$ cat src/rtl/afs_pkg.sv
package afs_pkg;
    localparam int unsigned AFS_N_W     = 4;
    localparam int unsigned AFS_LINE_W  = 11;
    localparam int unsigned AFS_FIRST_LN = 1;

    typedef struct packed {
        logic act;
        logic stb;
    } gate_st_t;
endpackage

$ cat src/rtl/afs_frame_div.sv
module afs_frame_div #(
    parameter int unsigned N_W = afs_pkg::AFS_N_W
) (
    input  logic           clk,
    input  logic           rst_n,
    input  logic           frame_start_i,
    input  logic           ref_pulse_i,
    input  logic           ref_en_i,
    input  logic           sw_rst_i,
    input  logic [N_W-1:0] n_sel_i,
    output logic           sel_frame_o
);
    typedef struct packed {
        logic [N_W-1:0] idx;
        logic           pend;
    } div_st_t;

    div_st_t        st_q, st_d;
    logic [N_W-1:0] n_eff;
    logic [N_W-1:0] n_last;
    logic           rst_evt;

    always_comb begin
        n_eff   = (n_sel_i < N_W'(2)) ? N_W'(1) : n_sel_i;
        n_last  = n_eff - N_W'(1);
        rst_evt = sw_rst_i | (ref_pulse_i & ref_en_i);
        st_d    = st_q;
        if (frame_start_i) begin
            if (rst_evt || st_q.pend) begin
                st_d.idx = '0;
            end else if (st_q.idx >= n_last) begin
                st_d.idx = '0;
            end else begin
                st_d.idx = st_q.idx + N_W'(1);
            end
            st_d.pend = 1'b0;
        end else if (rst_evt) begin
            st_d.pend = 1'b1;
        end
        sel_frame_o = frame_start_i ? (st_d.idx == '0) : (st_q.idx == '0);
    end

    always_ff @(posedge clk) begin
        if (!rst_n) begin
            st_q <= '0;
        end else begin
            st_q <= st_d;
        end
    end

    a_r5_ref_zero: assert property (@(posedge clk) disable iff (!rst_n)
        (frame_start_i && ref_pulse_i && ref_en_i) |=> (st_q.idx == '0));
    a_r7_sw_zero: assert property (@(posedge clk) disable iff (!rst_n)
        (frame_start_i && sw_rst_i) |=> (st_q.idx == '0));
    a_r3_idx_hold: assert property (@(posedge clk) disable iff (!rst_n)
        !frame_start_i |=> $stable(st_q.idx));
    a_r4_unit_ratio: assert property (@(posedge clk) disable iff (!rst_n)
        (frame_start_i && n_sel_i < N_W'(2)) |=> (st_q.idx == '0));
endmodule

$ cat src/rtl/afs_line_gate.sv
module afs_line_gate
    import afs_pkg::*;
#(
    parameter int unsigned LINE_W   = AFS_LINE_W,
    parameter int unsigned FIRST_LN = AFS_FIRST_LN
) (
    input  logic              clk,
    input  logic              rst_n,
    input  logic              line_start_i,
    input  logic [LINE_W-1:0] line_num_i,
    input  logic              sel_frame_i,
    output logic              act_o,
    output logic              stb_o
);
    localparam logic [LINE_W-1:0] OPEN_LN = LINE_W'(FIRST_LN);

    gate_st_t gate_q, gate_d;
    logic     open_now;

    always_comb begin
        open_now   = line_start_i && (line_num_i == OPEN_LN) && sel_frame_i;
        gate_d     = gate_q;
        gate_d.stb = open_now;
        if (line_start_i) begin
            gate_d.act = open_now;
        end
    end

    always_ff @(posedge clk) begin
        if (!rst_n) begin
            gate_q <= '0;
        end else begin
            gate_q <= gate_d;
        end
    end

    assign act_o = gate_q.act;
    assign stb_o = gate_q.stb;

    a_r2_hold: assert property (@(posedge clk) disable iff (!rst_n)
        !line_start_i |=> $stable(gate_q.act));
    a_r2_close: assert property (@(posedge clk) disable iff (!rst_n)
        (line_start_i && line_num_i != OPEN_LN) |=> !gate_q.act);
    a_r10_in_window: assert property (@(posedge clk) disable iff (!rst_n)
        gate_q.stb |-> gate_q.act);
    a_r10_single: assert property (@(posedge clk) disable iff (!rst_n)
        (gate_q.stb && !line_start_i) |=> !gate_q.stb);
endmodule

$ cat src/rtl/afs_gen.sv
module afs_gen
    import afs_pkg::*;
#(
    parameter int unsigned N_W      = AFS_N_W,
    parameter int unsigned LINE_W   = AFS_LINE_W,
    parameter int unsigned FIRST_LN = AFS_FIRST_LN
) (
    input  logic              clk,
    input  logic              rst_n,
    input  logic              frame_start_i,
    input  logic              line_start_i,
    input  logic [LINE_W-1:0] line_num_i,
    input  logic              ref_pulse_i,
    input  logic              ref_en_i,
    input  logic              sw_rst_i,
    input  logic              afs_inv_i,
    input  logic [N_W-1:0]    n_sel_i,
    output logic              afs_o,
    output logic              div_rst_o
);
    logic sel_frame;
    logic win_act;
    logic win_stb;

    afs_frame_div #(.N_W(N_W)) u_div (
        .clk          (clk),
        .rst_n        (rst_n),
        .frame_start_i(frame_start_i),
        .ref_pulse_i  (ref_pulse_i),
        .ref_en_i     (ref_en_i),
        .sw_rst_i     (sw_rst_i),
        .n_sel_i      (n_sel_i),
        .sel_frame_o  (sel_frame)
    );

    afs_line_gate #(.LINE_W(LINE_W), .FIRST_LN(FIRST_LN)) u_gate (
        .clk         (clk),
        .rst_n       (rst_n),
        .line_start_i(line_start_i),
        .line_num_i  (line_num_i),
        .sel_frame_i (sel_frame),
        .act_o       (win_act),
        .stb_o       (win_stb)
    );

    assign afs_o     = win_act ^ afs_inv_i;
    assign div_rst_o = win_stb;

    a_r10_strobe_active: assert property (@(posedge clk) disable iff (!rst_n)
        div_rst_o |-> (afs_o != afs_inv_i));
endmodule

$ cat config.mk
export PLATFORM = sky130hd
export DESIGN_NAME = afs_gen
export DESIGN_NICKNAME = d
export VERILOG_FILES = /design/src/rtl/afs_pkg.sv /design/src/rtl/afs_frame_div.sv /design/src/rtl/afs_line_gate.sv /design/src/rtl/afs_gen.sv
export SDC_FILE = /design/constraint.sdc
export NUM_CORES = 1
export LEC_CHECK = 0
export CAP_MARGIN = 25
export CORE_AREA = 2 2 39 41
export DETAILED_ROUTE_END_ITERATION = 7
export DIE_AREA = 0 0 41 43
export DONT_BUFFER_PORTS = 1
export SETUP_SLACK_MARGIN = 0.5
export SKIP_CTS_REPAIR_TIMING = 1
export SLEW_MARGIN = 10
export SYNTH_ARGS = -nofsm -noshare
export SYNTH_HDL_FRONTEND = slang
export SYNTH_SLANG_ARGS = --single-unit
$ cat constraint.sdc
create_clock -name clk -period 5.3 [get_ports clk]
set_input_delay 1.06 -clock clk [delete_from_list [all_inputs] [get_ports clk]]
set_output_delay 1.06 -clock clk [all_outputs]
set_load 0.02 [all_outputs]
* After elaboration in Yosys (flattened, before gate mapping)
Index checks and enable logic that the tools add are counted.
** Cells by class
- Add/sub/neg operators :: 2
- $lt $le $gt $ge :: 2
- Muxes and demuxes :: 5
- Bitwise logic cells :: 4
- Reductions and logical operators :: 6
- Equality and inequality tests :: 1
** Operators with widths (number)
- $mux 4 :: 4
- $eq 11x1->1 const B :: 1
- $logic_not 4->1 :: 2
- $add 4x1->4 const B :: 1
- $ge 4x4->1 :: 1
- $lt 4x2->1 const B :: 1
- $sub 4x1->4 const B :: 1
- $logic_and 1x1->1 :: 2
- $reduce_or 2->1 :: 1
- $and 1x1->1 :: 1
- $logic_or 1x1->1 :: 1
- $mux 1 :: 1
- $not 1->1 :: 1
- $or 1x1->1 :: 1
- $xor 1x1->1 :: 1
** Word-level totals
- Bits of input ports :: 23
- Output and inout port bits :: 2
- Register bits :: 7
- Word-level logic and storage cells :: 24

* Depth between registers and ports, before layout
Gate-level depths: netlist (run 1).
- Word-level depth :: 10
- Gate-level depth with buffers :: 9
- Mapped depth without buffers :: 9

* Modules after synthesis
Synthesis (run 1) repeated with hierarchy kept, for this count alone.
** Unflattened totals
- Cells, all modules :: 63
- Area total of the unflattened synthesis :: 578.1 µm²
** Modules (own cells, without submodules)
- afs_frame_div :: cells an instance 53, area each 459.2 µm², instances 1
- afs_line_gate :: cells an instance 9, area each 110.1 µm², instances 1
- afs_gen :: cells an instance 1, area each 8.8 µm², instances 1

* Worst setup path after synthesis (run 1)
No wires, ideal clock.
- Path type :: input port to flip-flop
- Start point :: input port n_sel_i[2]
- End point :: register u_gate.gate_q, in the netlist u_gate.act_o
- Setup slack :: 2478 ps
- Stages on the path :: 8
- Buffers on the path :: 0
- Data arrival time :: 2706 ps
- Setup time :: 116 ps
- Required time :: 5184 ps
- Path through :: nor3_1 nor2_1 ha_1 ha_1 o211ai_1 o211ai_1 o311a_2 a31o_1
** Between the ends
- Word-level cells in the longest chain between the ends :: 10
** RTL lines
- from (decl) :: RTL line afs_gen.sv:17 : input logic [N_W-1:0] n_sel_i,
- $lt 4x2->1 :: RTL line afs_frame_div.sv:24 : n_eff = (n_sel_i < N_W'(2)) ? N_W'(1) : n_sel_i;
- $mux 4 * :: RTL line afs_frame_div.sv:24
- $sub 4x1->4 * :: RTL line afs_frame_div.sv:25 : n_last = n_eff - N_W'(1);
- $ge 4x4->1 * :: RTL line afs_frame_div.sv:31 : end else if (st_q.idx >= n_last) begin
- $mux 4 * :: RTL line afs_frame_div.sv:31
- $mux 4 * :: RTL line afs_frame_div.sv:29 : if (rst_evt || st_q.pend) begin
- $mux 4 * :: RTL line afs_frame_div.sv:28 : if (frame_start_i) begin
- $logic_not 4->1 * :: RTL line afs_frame_div.sv:40 : sel_frame_o = frame_start_i ? (st_d.idx == '0) : (st_q.idx == '0);
- $mux 1 * :: RTL line afs_frame_div.sv:40
- $logic_and 1x1->1 * :: RTL line afs_line_gate.sv:21 : open_now = line_start_i && (line_num_i == OPEN_LN) && sel_frame_i;
- to (signal assigned) :: RTL line afs_line_gate.sv:33 : gate_q <= gate_d;
- to (decl) :: RTL line afs_line_gate.sv:17 : gate_st_t gate_q, gate_d;
Mark *: on every way between the ends. The rest lies on a longest branch, timed or not.
A chain may end at the register's enable or synchronous reset.

* Worst setup path after layout (run 1)
Same ends and word-level chain as after synthesis.

==> reports/metrics.yaml, run 1 <==
status: "finished clean"
grt-ovfl-total: 0
yosysTopAreaCell: "dfxtp_1"
cts_root_buffer: "clkbuf_4"
min_period_ns: 2.69
cts.clk_slew.worst_paths_ns: 0.05
final-setup-viol-count: 0
fp.dieW_um: 41
reg2regPathDepth: 6
antenna_found_initial: 0
dp_slack_ns: 2.34
wl_mm: 1.00
numCtsBuffers: 3
timing.rr.start: "u_div.st_q[1]"
dr.pass1.iters: 4
hold_depth: 1
ant_nets: 0
cap_violations: 0
fin_ws_ns: 2.61
setup_tns_ns: 0
fp-row-count: 14
grt_setup_unrepaired: "false"
max_stage_delay_ns: 0.44
leakage_nw: 0.218
yosys_warnings: 0
hold_start: "u_gate.act_o"
drtIter0Drc: 7
gp_congestion: 0.681
final_area_um2: 569
rrSetupSlack_ns: 3.39
drc: 0
regArea_um2: 140
ys_async_sr_fraction: 0
port_buffers: 0
fill_cells: 145
yosysTopAreaCellShare: 0.260
postPlaceCellArea_um2: 543
grt_pass1_wl_mm: 1.56
initial_core_util: 0.389
start_kind: "input pin"
fin_crit_sh: 0.508
timing.fmax_mhz: 372
diodes: 0
drive_above_1_share: 0.131
worst_pin_slew_ns: 0.434
grt_max_degree: 10
dieArea_um2: 1760
hold_viol_final: 0
crit_slowest_cell: "o311a_2"
core_region_area_um2: 1380
ioPinCount: 25
synth_common_cells: "dfxtp_1, ha_1, inv_1"
slew_viol_final: 0
critPathArrivalTime_ns: 2.83
fin_nets: 92
peakVddDrop_mv: 0.0767
cts_sinks: 7
criticalPathCategory: "in2reg"
total_power_mw: 0.114
synth_cells: 59
hpwl_um: 819
grt_pass1_vias: 403
track_usage: 0.136
synthesis.nets: 89
relSlewSlack: 0.710
htree_levels: 1
num_vias: 443
yosysUniqueCellTypes: 33
synth-seq-cells: 7
vias_per_cell: 5.75
critPathMaxFanout: 5
cts_tree: "yes"
worst_ep_required_time_ns: 5.44
wire_per_inst_um: 13.0
worstPathCellList: "nor3_1 > nor2_1 > ha_1 > ha_1 > o211ai_1 > o211ai_1 > o311a_2 > a31o_1"
synth_edf_count: 0
p_per_area_nw_per_um2: 201
area_growth_pct: 5.81
cts.path.max_buffers: 2
clk_latency_ns: 0.24
finClkSkew_ns: 0.00293
die_height_um: 43
min_to: "u_gate.act_o"
synthFlopType: "dfxtp_1"
syn_avg_cell_area_um2: 9.12
worst_r2r_endpoint: "u_gate.act_o"
seq_area_frac_synth: 0.260
syn_area_um2: 538
yosys-top-cells-area: "dfxtp_1, ha_1, a21oi_1"
multi_input_area_um2: 364
hold_path.class: "reg2reg"
critPathCaptureType: "flip-flop"
## through the flow
stage / utilization / hold slack (ns) / cells
2_1_floorplan: - / 0.469 / 59
3_3_place_gp: 0.392 / 0.477 / 73
3_5_place_dp: 0.392 / 0.486 / 73
4_1_cts: 0.411 / 0.501 / 77
5_1_grt: 0.411 / 0.522 / 77
6_report: 0.411 / 0.493 / 77
## flip-flops by register name, summed over array words and instances, names as in the netlist
register      count
u_gate.stb_o      1
u_div.st_q        5
u_gate.act_o      1
## where the power goes
group	leakage, nW	internal (mW)	switching, mW	total [mW]
Sequential	0.0567	0.0537	0.000730	0.0544
Combinational	0.146	0.00639	0.00695	0.0133
Clock	0.0150	0.0286	0.0179	0.0465
## placed cells by master, fill, tap and decap left out, types with 2 or more instances in the layout
cell type | Yosys | final
a21oi_1 | 4 | 4
clkbuf_4 | 0 | 3
dfxtp_1 | 7 | 7
ha_1 | 7 | 7
inv_1 | 5 | 5
nand2_1 | 2 | 2
nor2_1 | 2 | 2
nor3_1 | 2 | 2
nor3b_1 | 2 | 2
o211ai_1 | 2 | 2
o21a_1 | 2 | 2
xnor2_1 | 2 | 2
## critical path, delay by kind of cell
| family | cells | cell delay [ns] |
|---|---|---|
| compound gates | 4 | 0.97 |
| fa+ha+maj | 2 | 0.55 |
| simple gates | 2 | 0.25 |
## cells by family (layout without fill, tap and decap cells)
logic type      Yosys count  after routing  synth area share
compound gates           16             16             0.235
xor+xnor                  3              3            0.0488
fa+ha+maj                 7              7             0.163
buf+inv                   7              9            0.0628
flops                     7              7             0.260
simple gates             19             19             0.230
## worst max-delay path by stage
stage	start	slack, ns	to	cells past startpoint
final	n_sel_i[2]	2.61	u_gate.act_o	8
after global routing	n_sel_i[2]	2.48	u_gate.act_o	8
after CTS	n_sel_i[2]	2.59	u_gate.act_o	8
after detailed placement	n_sel_i[2]	2.34	u_gate.act_o	8
after global placement	n_sel_i[2]	2.38	u_gate.act_o	8
after floorplan	n_sel_i[2]	2.48	u_gate.act_o	8
## metal layers
metal / vias up / track usage / routed length, um
met1: 210 / 0.166 / 415
li1: 226 / - / -
met2: 5 / 0.178 / 547
met3: 2 / 0.0471 / 23
met4: 0 / 0.120 / 15
met5: - / 0 / 0
## layout make-up
cell class | count | share of cell area
clock buffers | 4 | 0.0462
inverters | 5 | 0.0330
multi-input cells | 45 | 0.640
flip-flops and latches | 7 | 0.246
well taps | 16 | 0.0352
No activity file was read; power rests on OpenSTA's default activity.
==> run 2, diff against run 1 <==
Clock period 5.3 ns to 2.7 ns, I/O delays scaled along.
==> run 2 against run 1 <==
Combinational power grew 120%. Flip-flop and latch count is the same. First-iteration DRC count grew 14%. Sequential share of layout area shrank 0.53 points. Clock power grew 110%. Clock-buffer cell count is the same.
==> reports/metrics.yaml, run 2 (synthesis gave the netlist of run 1 again) <==
grt_pass1_vias: 393
cts_tree: "yes"
dp_cells: 73
grt_pass1_wl_mm: 1.61
rrSetupSlack_ns: 0.84
criticalPathCategory: "in2reg"
clk_latency_ns: 0.25
top_register: "u_div.st_q"
cp-startpoint: "n_sel_i[2]"
num_vias: 443
timing.rr.start: "u_div.st_q[1]"
largest_register_ffs: 5
cts_sinks: 7
drive_above_1_share: 0.161
numCtsBuffers: 3
initial_core_util: 0.389
ioPinCount: 25
diodes: 0
hpwl_um: 803
vias_per_cell: 5.68
finClkSkew_ns: 0.00220
critPathMaxFanout: 3
cts.clk_slew.worst_paths_ns: 0.05
critPathArrivalTime_ns: 2.22
fp.dieW_um: 41
grt_setup_unrepaired: "false"
reg2regPathDepth: 6
fin_crit_sh: 0.768
hold_ws_ns: 0.360
cts.path.max_buffers: 2
final-setup-viol-count: 0
critPathCaptureType: "flip-flop"
ant_nets: 0
cts_root_buffer: "clkbuf_4"
track_usage: 0.134
worst_ep_required_time_ns: 2.85
gp_congestion: 0.695
cap_violations: 0
relSlewSlack: 0.713
hold_path.class: "in2reg"
core_region_area_um2: 1380
leakage_nw: 0.224
die_height_um: 43
p_per_area_nw_per_um2: 399
drtIter0Drc: 8
min_period_ns: 2.07
slew_viol_final: 0
final_cell_mix: "ha_1, dfxtp_1, inv_1"
timing.fmax_mhz: 482
worst_r2r_endpoint: "u_gate.act_o"
area_growth_pct: 8.14
endpoint: "u_gate.act_o"
htree_levels: 1
hold_viol_final: 0
status: "finished clean"
port_buffers: 0
start_kind: "input pin"
dieArea_um2: 1760
setup_tns_ns: 0
antenna_found_initial: 0
peakVddDrop_mv: 0.173
grt_max_degree: 10
worst_pin_slew_ns: 0.430
fin_nets: 93
wire_per_inst_um: 13.3
wl_mm: 1.04
dr.pass1.iters: 4
drc: 0
fp-row-count: 14
grt-ovfl-total: 0
final_cell_count_no_fill: 78
-- run 2: cell types whose count changed in the layout (fill, tap and decap cells not counted), sizes merged --
cell | before | now
buf | 0 | 1
-- run 2: cell type report --
class	instances	area, um2
tap	16	20.0
inverter	5	18.8
timing repair buffer	1	7.51
multi-input combinational	45	369
clock buffer	4	26.3
sequential	7	140
fill	144	802
-- run 2: metrics by stage --
| step | setup slack [ns] | total power, mW | area, um2 | util |
|---|---|---|---|---|
| finish | 0.626 | 0.232 | 582 | 0.420 |
| global route | 0.516 | 0.242 | 582 | 0.420 |
| CTS | 0.546 | 0.233 | 574 | 0.415 |
| detailed placement | 0.287 | 0.136 | 548 | 0.396 |
| global placement | 0.271 | 0.136 | 548 | 0.396 |
| floorplan | 0.425 | 0.133 | 543 | - |
-- run 2: power by group --
group | switching, mW | leakage [nW] | internal (mW)
clock network | 0.0400 | 0.0150 | 0.0565
registers | 0.00153 | 0.0567 | 0.105
logic | 0.0146 | 0.152 | 0.0145
total | 0.0561 | 0.224 | 0.176
-- run 2: worst min-delay path by stage --
| stage | endpoint | start | cells after the start |
|---|---|---|---|
| after CTS | u_div.st_q[0] | frame_start_i | 1 |
| final | u_div.st_q[0] | frame_start_i | 1 |
| after floorplan | u_gate.act_o | u_gate.act_o | 1 |
| after global routing | u_div.st_q[0] | frame_start_i | 1 |
| after detailed placement | u_gate.act_o | u_gate.act_o | 1 |
| after global placement | u_gate.act_o | u_gate.act_o | 1 |
-- run 2: critical path, stage by stage --
cell	delay (ns)
nor3_2	0.14
nor2_1	0.08
ha_1	0.27
ha_1	0.27
o211ai_1	0.19
o211ai_1	0.16
o311a_2	0.38
a31o_1	0.18
-- run 2: layer usage --
layer,share of wire,global-route usage,vias up
met5,0,0,-
met4,0.016,0.0800,0
met3,0.047,0.0314,2
met2,0.49,0.184,8
met1,0.44,0.181,203
li1,-,-,230
